## src/rtl/bus68_slave.sv

```systemverilog
module bus68_slave #(
  parameter int AW     = 16,
  parameter int RD_LAT = 2,
  parameter int ACK_D1 = 8,
  parameter int ACK_D2 = 11,
  parameter int ACK_D3 = 13,
  parameter int ACK_D4 = 18
) (
  input  logic          clk,
  input  logic          rst_n,
  input  logic          cs_n,
  input  logic          as_n,
  input  logic          uds_n,
  input  logic          lds_n,
  input  logic          rw_n,
  input  logic [AW-1:0] addr,
  input  logic          mem_sel,
  input  logic [1:0]    div_sel,
  input  logic [15:0]   dat_i,
  output logic [15:0]   dat_o,
  output logic          dat_oe_hi,
  output logic          dat_oe_lo,
  output logic          dtack_n,
  output logic          dtack_oe,
  output logic          req_o,
  output logic          we_o,
  output logic [AW-1:0] addr_o,
  output logic          space_o,
  output logic [1:0]    be_o,
  output logic [15:0]   wdata_o,
  input  logic [15:0]   rdata_i
);
  localparam int CW = $clog2(ACK_D4 + 1);
  localparam logic [CW-1:0] CAP_W = CW'(2);
  localparam logic [CW-1:0] CAP_R = CW'(RD_LAT + 1);

  typedef enum logic [1:0] {S_IDLE, S_RUN, S_ACK} st_t;

  st_t           st;
  logic [CW-1:0] cnt;
  logic [CW-1:0] ack_edge;
  logic          is_rd;

  wire sel    = !cs_n && !as_n;
  wire strobe = !uds_n || !lds_n;

  always_comb begin
    case (div_sel)
      2'd0:    ack_edge = CW'(ACK_D1 - 1);
      2'd1:    ack_edge = CW'(ACK_D2 - 1);
      2'd2:    ack_edge = CW'(ACK_D3 - 1);
      default: ack_edge = CW'(ACK_D4 - 1);
    endcase
  end

  always_ff @(posedge clk) begin
    if (!rst_n) begin
      st        <= S_IDLE;
      cnt       <= '0;
      is_rd     <= 1'b0;
      dtack_oe  <= 1'b0;
      dtack_n   <= 1'b1;
      dat_oe_hi <= 1'b0;
      dat_oe_lo <= 1'b0;
      req_o     <= 1'b0;
      we_o      <= 1'b0;
      addr_o    <= '0;
      space_o   <= 1'b0;
      be_o      <= 2'b00;
      wdata_o   <= '0;
      dat_o     <= '0;
    end else begin
      req_o <= 1'b0;
      case (st)
        S_IDLE: begin
          if (sel && strobe) begin
            st        <= S_RUN;
            cnt       <= CW'(1);
            is_rd     <= rw_n;
            addr_o    <= addr;
            space_o   <= mem_sel;
            be_o      <= {!uds_n, !lds_n};
            dtack_oe  <= 1'b1;
            dtack_n   <= 1'b1;
            dat_oe_hi <= rw_n && !uds_n;
            dat_oe_lo <= rw_n && !lds_n;
            if (rw_n) begin
              req_o <= 1'b1;
              we_o  <= 1'b0;
            end
          end
        end
        S_RUN: begin
          if (!sel) begin
            st        <= S_IDLE;
            dtack_oe  <= 1'b0;
            dat_oe_hi <= 1'b0;
            dat_oe_lo <= 1'b0;
          end else begin
            cnt       <= cnt + CW'(1);
            dat_oe_hi <= is_rd && !uds_n;
            dat_oe_lo <= is_rd && !lds_n;
            if (is_rd && cnt == CAP_R)
              dat_o <= rdata_i;
            if (!is_rd && cnt == CAP_W) begin
              wdata_o <= dat_i;
              be_o    <= {!uds_n, !lds_n};
            end
            if (cnt == ack_edge) begin
              st      <= S_ACK;
              dtack_n <= 1'b0;
              if (!is_rd) begin
                req_o <= 1'b1;
                we_o  <= 1'b1;
              end
            end
          end
        end
        default: begin
          dat_oe_hi <= is_rd && !uds_n && sel;
          dat_oe_lo <= is_rd && !lds_n && sel;
          if (!sel) begin
            st       <= S_IDLE;
            dtack_oe <= 1'b0;
            dtack_n  <= 1'b1;
          end
        end
      endcase
    end
  end

  initial assert (RD_LAT >= 1 && RD_LAT + 2 <= ACK_D1)
    else $error("RD_LAT out of range for the fastest acknowledge");

  p_dtack_src_r1: assert property (@(posedge clk) disable iff (!rst_n)
    $rose(dtack_oe) |-> $past(!cs_n && !as_n));

  p_ack_as_r2: assert property (@(posedge clk) disable iff (!rst_n)
    $fell(dtack_n) |-> $past(!as_n && !cs_n));

  p_wr_in_ack_r3: assert property (@(posedge clk) disable iff (!rst_n)
    (req_o && we_o) |-> (dtack_oe && !dtack_n));

  p_req_pulse_r3: assert property (@(posedge clk) disable iff (!rst_n)
    req_o |=> !req_o);

  p_rd_req_r4: assert property (@(posedge clk) disable iff (!rst_n)
    (req_o && !we_o) |-> $past(!cs_n && !as_n && rw_n));

  p_lane_hi_r5: assert property (@(posedge clk) disable iff (!rst_n)
    dat_oe_hi |-> $past(!uds_n && rw_n));

  p_lane_lo_r5: assert property (@(posedge clk) disable iff (!rst_n)
    dat_oe_lo |-> $past(!lds_n && rw_n));

  p_release_r6: assert property (@(posedge clk) disable iff (!rst_n)
    $past(dtack_oe && !dtack_n && (as_n || cs_n)) |-> !dtack_oe);

  p_abort_r7: assert property (@(posedge clk) disable iff (!rst_n)
    $past(dtack_oe && dtack_n && (as_n || cs_n)) |-> (!dtack_oe && !req_o && !dat_oe_hi && !dat_oe_lo));
endmodule

```

## config.mk

```make
export PLATFORM = sky130hd
export DESIGN_NAME = bus68_slave
export DESIGN_NICKNAME = d
export VERILOG_FILES = /design/src/rtl/bus68_slave.sv
export SDC_FILE = /design/constraint.sdc
export NUM_CORES = 1
export LEC_CHECK = 0
export ABC_CLOCK_PERIOD_IN_PS = 1990
export CELL_PAD_IN_SITES_DETAIL_PLACEMENT = 0
export CELL_PAD_IN_SITES_GLOBAL_PLACEMENT = 1
export CORE_MARGIN = 2
export CORE_UTILIZATION = 31
export CTS_BUF_LIST = sky130_fd_sc_hd__clkbuf_4
export DETAILED_ROUTE_END_ITERATION = 10
export PLACE_DENSITY = 0.89
export SETUP_SLACK_MARGIN = 0.05
export SLEW_MARGIN = 20
export SYNTH_ARGS = -nofsm -noshare
export SYNTH_HDL_FRONTEND = slang
export SYNTH_SLANG_ARGS = --single-unit
```

## constraint.sdc

```tcl
create_clock -name clk -period 1.99 [get_ports clk]
set_clock_uncertainty 0.1 [all_clocks]
set_input_delay 0.199 -clock clk [delete_from_list [all_inputs] [get_ports clk]]
set_output_delay 0.199 -clock clk [all_outputs]
set_load 0.005 [all_outputs]
```

==> results of run 1 <==
==> per-stage QoR <==
stage | setup WS, ns | setup TNS [ns] | hold WS [ns]
floorplan | 0.430 | 0 | 0.235
global placement | 0.0439 | 0 | 0.342
detailed placement | -0.00165 | -0.00165 | 0.347
CTS | 0.325 | 0 | 0.193
global route | 0.227 | 0 | 0.196
finish | 0.316 | 0 | 0.239
==> where the power goes <==
group / switching (uW) / internal [uW]
registers: 13.9 / 1320
logic: 108 / 181
clock network: 485 / 509
==> worst register-to-register path: stages, from the launching register on <==
cell and delay [ns]:
dfxtp_1 0.45, or4b_1 0.63, nor3_1 0.27, a2bb2o_1 0.18
==> state kept, by name, indices dropped and copies added (netlist names) <==
name / cells
cnt: 5
dat_oe_hi: 1
dat_o: 16
wdata_o: 16
is_rd: 1
dat_oe_lo: 1
addr_o: 16
st: 2
space_o: 1
dtack_oe: 1
we_o: 1
req_o: 1
dtack_n: 1
be_o: 2
==> per-layer routing <==
metal / up-vias / global-route usage [%]
met3: 5 / 5.32
met1: 1115 / 18.0
li1: 1259 / -
met2: 71 / 24.0
met5: - / 0
met4: 0 / 5.36
==> path summary, 6_finish.rpt <==
path / end / cells after the start
worst max-delay path: req_o / 3
worst min-delay path: addr_o[11] / 3
worst max register to register: req_o / 3
worst min register to register: dat_o[3] / 2
==> synth_stat cells, drive strengths merged (3+ instances only) <==
cell / number
nand3: 3
buf: 8
dfxtp: 65
nor2: 28
o21a: 3
and2: 3
clkbuf: 9
a21oi: 40
ha: 5
nor3: 5
xor2: 4
mux2i: 16
inv: 5
o211ai: 4
nand4: 3
nand2: 73
==> layout make-up <==
| cell class | count | area (sq um) |
|---|---|---|
| Fill cell | 781 | 4060 |
| Timing Repair Buffer | 131 | 1310 |
| Sequential cell | 65 | 1300 |
| Multi-Input combinational cell | 212 | 1190 |
| Tap cell | 105 | 131 |
| Clock inverter | 7 | 95.1 |
| Clock buffer | 9 | 67.6 |
| Inverter | 5 | 18.8 |
==> cells by family (layout without fill, tap and decap cells) <==
kind of cell	after synthesis	in the layout
buffers and inverters	22	152
xor gates and xnor gates	5	5
and+or+nand+nor	126	126
AOI/OAI and AO/OA	60	60
muxes	16	16
adders and majority gates	5	5
DFF	65	65
==> reports/results.tsv, run 1 <==
stage	metric	value	unit
grt	grt_overflow_total	0	
worst_setup_path	cp.required	2.24	ns
sta	worst_slew_pin_slew	0.418	ns
worst_setup_path	path_cells	or4b_1 > nor3_1 > a2bb2o_1	
worst_setup_path	critPathLaunch	st[1]	
worst_setup_path	worst-path-buf-inv	0	
worst_setup_path	reg2reg_from	st[1]	
worst_setup_path	worst_setup_path_end_kind	flop	
clocking	path_clk_slew	0.12	ns
layout	stdcell_area	4120	sq um
clocking	cts_tree	built	
clocking	clock_sinks	65	
power	leakage	0.00162	uW
worst_setup_path	rrSetupSlack	0.32	ns
floorplan	rows	33	
sta	final-hold-violation-count	0	
worst_setup_path	path_class	flop to flop	
layout	n_antenna_cell	0	
yosys	synthFlopType	dfxtp_1	
yosys	synth_edf_count	0	
clocking	holdBufCountCts	0	
route	wl_met1	2.94	mm
route	wl_met2	3.18	mm
floorplan	die_w	95.8	um
sta	max-slew-margin-rel	72.1	%
yosys	yosysSeqAreaShare	49.8	%
layout	synthToLayoutAreaGrowth	57.6	%
worst_hold_path	hp-class	input pin to flop	
route	drt_iter0_markers	86	
yosys	yosys.cell_types.count	42	
yosys	ys_warn_count	0	
worst_setup_path	cp_slowest_stage_delay	0.63	ns
floorplan	start_util	31.9	%
grt	grt_pass1_wl	10.5	mm
placed_design	io_buffers	114	
worst_setup_path	start_kind	flop	
placed_design	globalplace.congestion	0.776	
grt	grt_pass1_vias	2300	
grt	antenna_found_initial	0	
clocking	htreeDepth	3	
yosys	muxShareOfSynthArea	6.13	%
sta	period_share	84.1	%
placed_design	place_area	3950	sq um
worst_setup_path	cp_slowest_cell	or4b_1	
yosys	synth_top_family_by_area	simple AND/OR/NAND/NOR gates	
route	wl_met3	448	um
clocking	cts_resized	0	
yosys	synth-adder-area-share	2.40	%
route	antenna_left	0	
layout	layout_common_cells	clkdlybuf4s50_1 (114), nand2_1 (73), dfxtp_1 (65)	
layout	final_common_cell	clkdlybuf4s50_1	
worst_setup_path	worst_ep_arrival_time	1.92	ns
clocking	insertion_delay	0.39	ns
clocking	ctsRootBufferMaster	clkbuf_4	
sta	max_freq	597	MHz
clocking	cts_setup_buffers	0	
floorplan	dieArea	9170	sq um
layout	drive_above_1_share	9.32	%
outcome	status	complete, no violations	
yosys	synth_top_area_cell	dfxtp_1	
worst_setup_path	crit_family	simple AND/OR/NAND/NOR gates	
clocking	cts_inserted_buffers	9	
yosys	synth-seq-cells	65	
placed_design	dp_hpwl	4.94	mm
yosys	synthArstFlopShare	0	%
yosys	syn_area	2610	sq um
sta	fin_crit	1.67	ns
yosys	syn_nets	362	
grt	grt_max_degree	25	
route	wl_per_cell	12.4	um
floorplan	io_pins	115	
worst_setup_path	cp_max_fo	10	
layout	final_util	50.3	%
yosys	synth_compound_area_share	13.9	%
yosys	syn_area_per_cell	8.73	sq um
route	highest_layer	met4	
route	remaining_drc_errors	0	
power	pwr_density_cell	637	nW/um^2
layout	final_cell_count_no_fill	534	
sta	drv_slew	0	
grt	grt.total_usage	14.8	%
yosys	yosys.area_share.simple	21.6	%
sta	grt_setup_unrepaired	false	
route	vias_per_cell	4.59	
layout	nets	487	
worst_hold_path	min_from	addr[11]	
placed_design	dp.cells	518	
clocking	clockBufferDepth	2	
route	first_pass_iters	4	
yosys	synth_area_leaders	dfxtp_1 (50%), nand2_1 (10%), a21oi_1 (7.7%)	
route	num_vias	2450	
power	vdd_drop_max	0.292	mV
job	drv_cap	0	
floorplan	fp.dieH	95.8	um
yosys	synth-xor-area-share	1.68	%
sta	finalSetupViolations	0	
floorplan	core_area	8180	sq um
yosys	netlist.area_leader.share	49.8	%
power	finalPower	2620	uW
yosys	synthCells	299	
route	wirelength	6.61	mm
Note: power is estimated with default switching activity, not from simulation.
==> run 2: changes to the inputs <==
--- a/config.mk
+++ b/config.mk
@@ -5,14 +5,14 @@
 export SDC_FILE = /design/constraint.sdc
 export NUM_CORES = 1
 export LEC_CHECK = 0
-export ABC_CLOCK_PERIOD_IN_PS = 1990
+export ABC_CLOCK_PERIOD_IN_PS = 1500
 export CELL_PAD_IN_SITES_DETAIL_PLACEMENT = 0
 export CELL_PAD_IN_SITES_GLOBAL_PLACEMENT = 1
 export CORE_MARGIN = 2
-export CORE_UTILIZATION = 31
+export CORE_UTILIZATION = 28
 export CTS_BUF_LIST = sky130_fd_sc_hd__clkbuf_4
 export DETAILED_ROUTE_END_ITERATION = 10
-export PLACE_DENSITY = 0.89
+export PLACE_DENSITY = 0.85
 export SETUP_SLACK_MARGIN = 0.05
 export SLEW_MARGIN = 20
 export SYNTH_ARGS = -nofsm -noshare
==> constraint.sdc (replaced) <==
create_clock -name clk -period 1.5 [get_ports clk]
set_clock_uncertainty 0.1 [all_clocks]
set_input_delay 0.15 -clock clk [delete_from_list [all_inputs] [get_ports clk]]
set_output_delay 0.15 -clock clk [all_outputs]
set_load 0.005 [all_outputs]
==> run 2 against run 1 <==
  * Critical endpoint is now dat_o[8]
  * Utilization decreased by 2.4 points
  * Critical path depth rose by 4
  * Highest routed layer unchanged
  * First-iteration DRC count fell by 50%
  * Largest cell class unchanged
  * Die area is 10% higher
==> reports/results.tsv, run 2 (synthesized netlist as in run 1, its figures left out) <==
stage	metric	value	unit	change
worst_setup_path	worst_setup_path_end_kind	flop		unchanged
grt	grt_pass1_wl	11.3	mm	was 10.5 mm
worst_setup_path	cp_max_fo	8		was 10
floorplan	rows	35		was 33
layout	drive_above_1_share	27.4	%	was 9.32%
route	wirelength	7.27	mm	was 6.61 mm
floorplan	die_w	101	um	was 95.8 um
sta	max-slew-margin-rel	73.7	%	was 72.1%
floorplan	start_util	28.5	%	was 31.9%
sta	grt_setup_unrepaired	true		was false
sta	final-hold-violation-count	0		unchanged
grt	antenna_found_initial	0		unchanged
layout	layout_common_cells	nand2_1 (73), dlygate4sd2_1 (60), clkdlybuf4s50_1 (53)		was clkdlybuf4s50_1 (114), nand2_1 (73), dfxtp_1 (65)
sta	finalSetupViolations	0		unchanged
clocking	insertion_delay	0.39	ns	about the same
route	wl_per_cell	13.0	um	was 12.4 um
job	drv_cap	0		unchanged
floorplan	fp.dieH	101	um	was 95.8 um
placed_design	pre_cts_ws	-0.453	ns	was -0.00165 ns
route	first_pass_iters	4		unchanged
clocking	holdBufCountCts	0		unchanged
sta	period_share	98.8	%	was 84.1%
placed_design	dp_hpwl	5.26	mm	was 4.94 mm
route	num_vias	2569		was 2,450
grt	grt_pass1_vias	2452		was 2,300
grt	grt.total_usage	14.0	%	was 14.8%
clocking	ctsRootBufferMaster	clkbuf_4		unchanged
route	wl_met3	590	um	was 448 um
layout	largest_registers	addr_o x16, dat_o x16, wdata_o x16		unchanged
layout	final_common_cell	nand2_1		was clkdlybuf4s50_1
clocking	path_clk_slew	0.11	ns	was 0.12 ns
route	remaining_drc_errors	0		unchanged
power	finalPower	3470	uW	was 2620 uW
clocking	cts_tree	built		unchanged
layout	n_antenna_cell	0		unchanged
route	wl_met2	3.35	mm	was 3.18 mm
clocking	cts_inserted_buffers	9		unchanged
clocking	htreeDepth	3		unchanged
grt	grt_max_degree	36		was 25
worst_setup_path	cp.required	1.72	ns	was 2.24 ns
route	wl_met1	3.24	mm	was 2.94 mm
power	pwr_density_cell	791	nW/um^2	was 637 nW/um^2
sta	fin_crit	1.48	ns	was 1.67 ns
power	vdd_drop_max	0.359	mV	was 0.292 mV
worst_setup_path	path_class	flop to flop		unchanged
layout	nets	507		was 487
clocking	clockBufferDepth	2		unchanged
sta	max_freq	675	MHz	was 597 MHz
outcome	status	complete, no violations		unchanged
sta	worst_slew_pin_slew	0.393	ns	was 0.418 ns
worst_setup_path	start_kind	flop		unchanged
route	drt_iter0_markers	43		was 86
layout	synthToLayoutAreaGrowth	68.1	%	was 57.6%
placed_design	io_buffers	114		unchanged
sta	whs	0.179	ns	was 0.239 ns
worst_setup_path	worst_ep_arrival_time	1.71	ns	was 1.92 ns
sta	setup_ws	0.0183	ns	was 0.316 ns
placed_design	globalplace.congestion	0.805		was 0.776
floorplan	io_pins	115		unchanged
sta	drv_slew	0		unchanged
worst_hold_path	hp-class	input pin to flop		unchanged
route	antenna_left	0		unchanged
route	highest_layer	met4		unchanged
floorplan	dieArea	10100	sq um	was 9170 sq um
clocking	clock_sinks	65		unchanged
grt	grt_overflow_total	0		unchanged
floorplan	core_area	9150	sq um	was 8180 sq um
route	vias_per_cell	4.59		about the same
power	leakage	0.00203	uW	was 0.00162 uW
==> run 2: metal layers <==
metal / vias to the layer above / track usage (%)
met5: - / 0
met4: 0 / 5.80
met3: 10 / 5.69
met2: 85 / 22.0
met1: 1171 / 17.0
li1: 1303 / -
==> run 2: path summary, 6_finish.rpt <==
path                   start    endpoint  slack, ns  cells after the start
hold / removal       addr[7]   addr_o[7]       0.18                      3
hold reg to reg   addr_o[15]  addr_o[15]       0.36                      2
setup / recovery      cnt[0]    dat_o[8]       0.02                      7
setup reg to reg      cnt[0]    dat_o[8]       0.02                      7
==> run 2: critical path: stages, from the launching register on <==
cell	delay, ns
dfxtp_2	0.35
buf_4	0.12
ha_2	0.20
and4_4	0.26
buf_6	0.11
buf_12	0.10
nand2_1	0.05
a21oi_1	0.12
==> run 2: power breakdown <==
group	leakage [uW]	total, uW	internal, uW	switching [uW]
Combinational	0.00140	412	247	165
Sequential	0.000548	1770	1760	16.2
Clock	0.0000808	1290	660	627
==> run 2: repair_timing <==
item                       in CTS  in global routing
gates resized for setup       117                 19
cloned                          1                  0
pin swaps                       5                  4
setup endpoints to repair     117                 60
hold endpoints to repair        0                  0
buffers inserted                3                  1
==> run 2: final cells by class <==
type / instances / area [sq um]
Clock buffer: 9 / 67.6
Clock inverter: 7 / 85.1
Fill cell: 905 / 4760
Inverter: 5 / 18.8
Multi-Input combinational cell: 212 / 1300
Sequential cell: 65 / 1360
Tap cell: 111 / 139
Timing Repair Buffer: 151 / 1420
==> run 2: through the flow <==
| stage | setup TNS [ns] | instance area, sq um | util [%] | cells |
|---|---|---|---|---|
| floorplan | -0.180 | 2640 | - | 299 |
| global placement | -22.79 | 4090 | 44.7 | 539 |
| detailed placement | -23.64 | 4090 | 44.7 | 539 |
| finish | 0 | 4390 | 48.0 | 560 |
| CTS | 0 | 4320 | 47.2 | 559 |
| global route | -0.790 | 4390 | 48.0 | 560 |
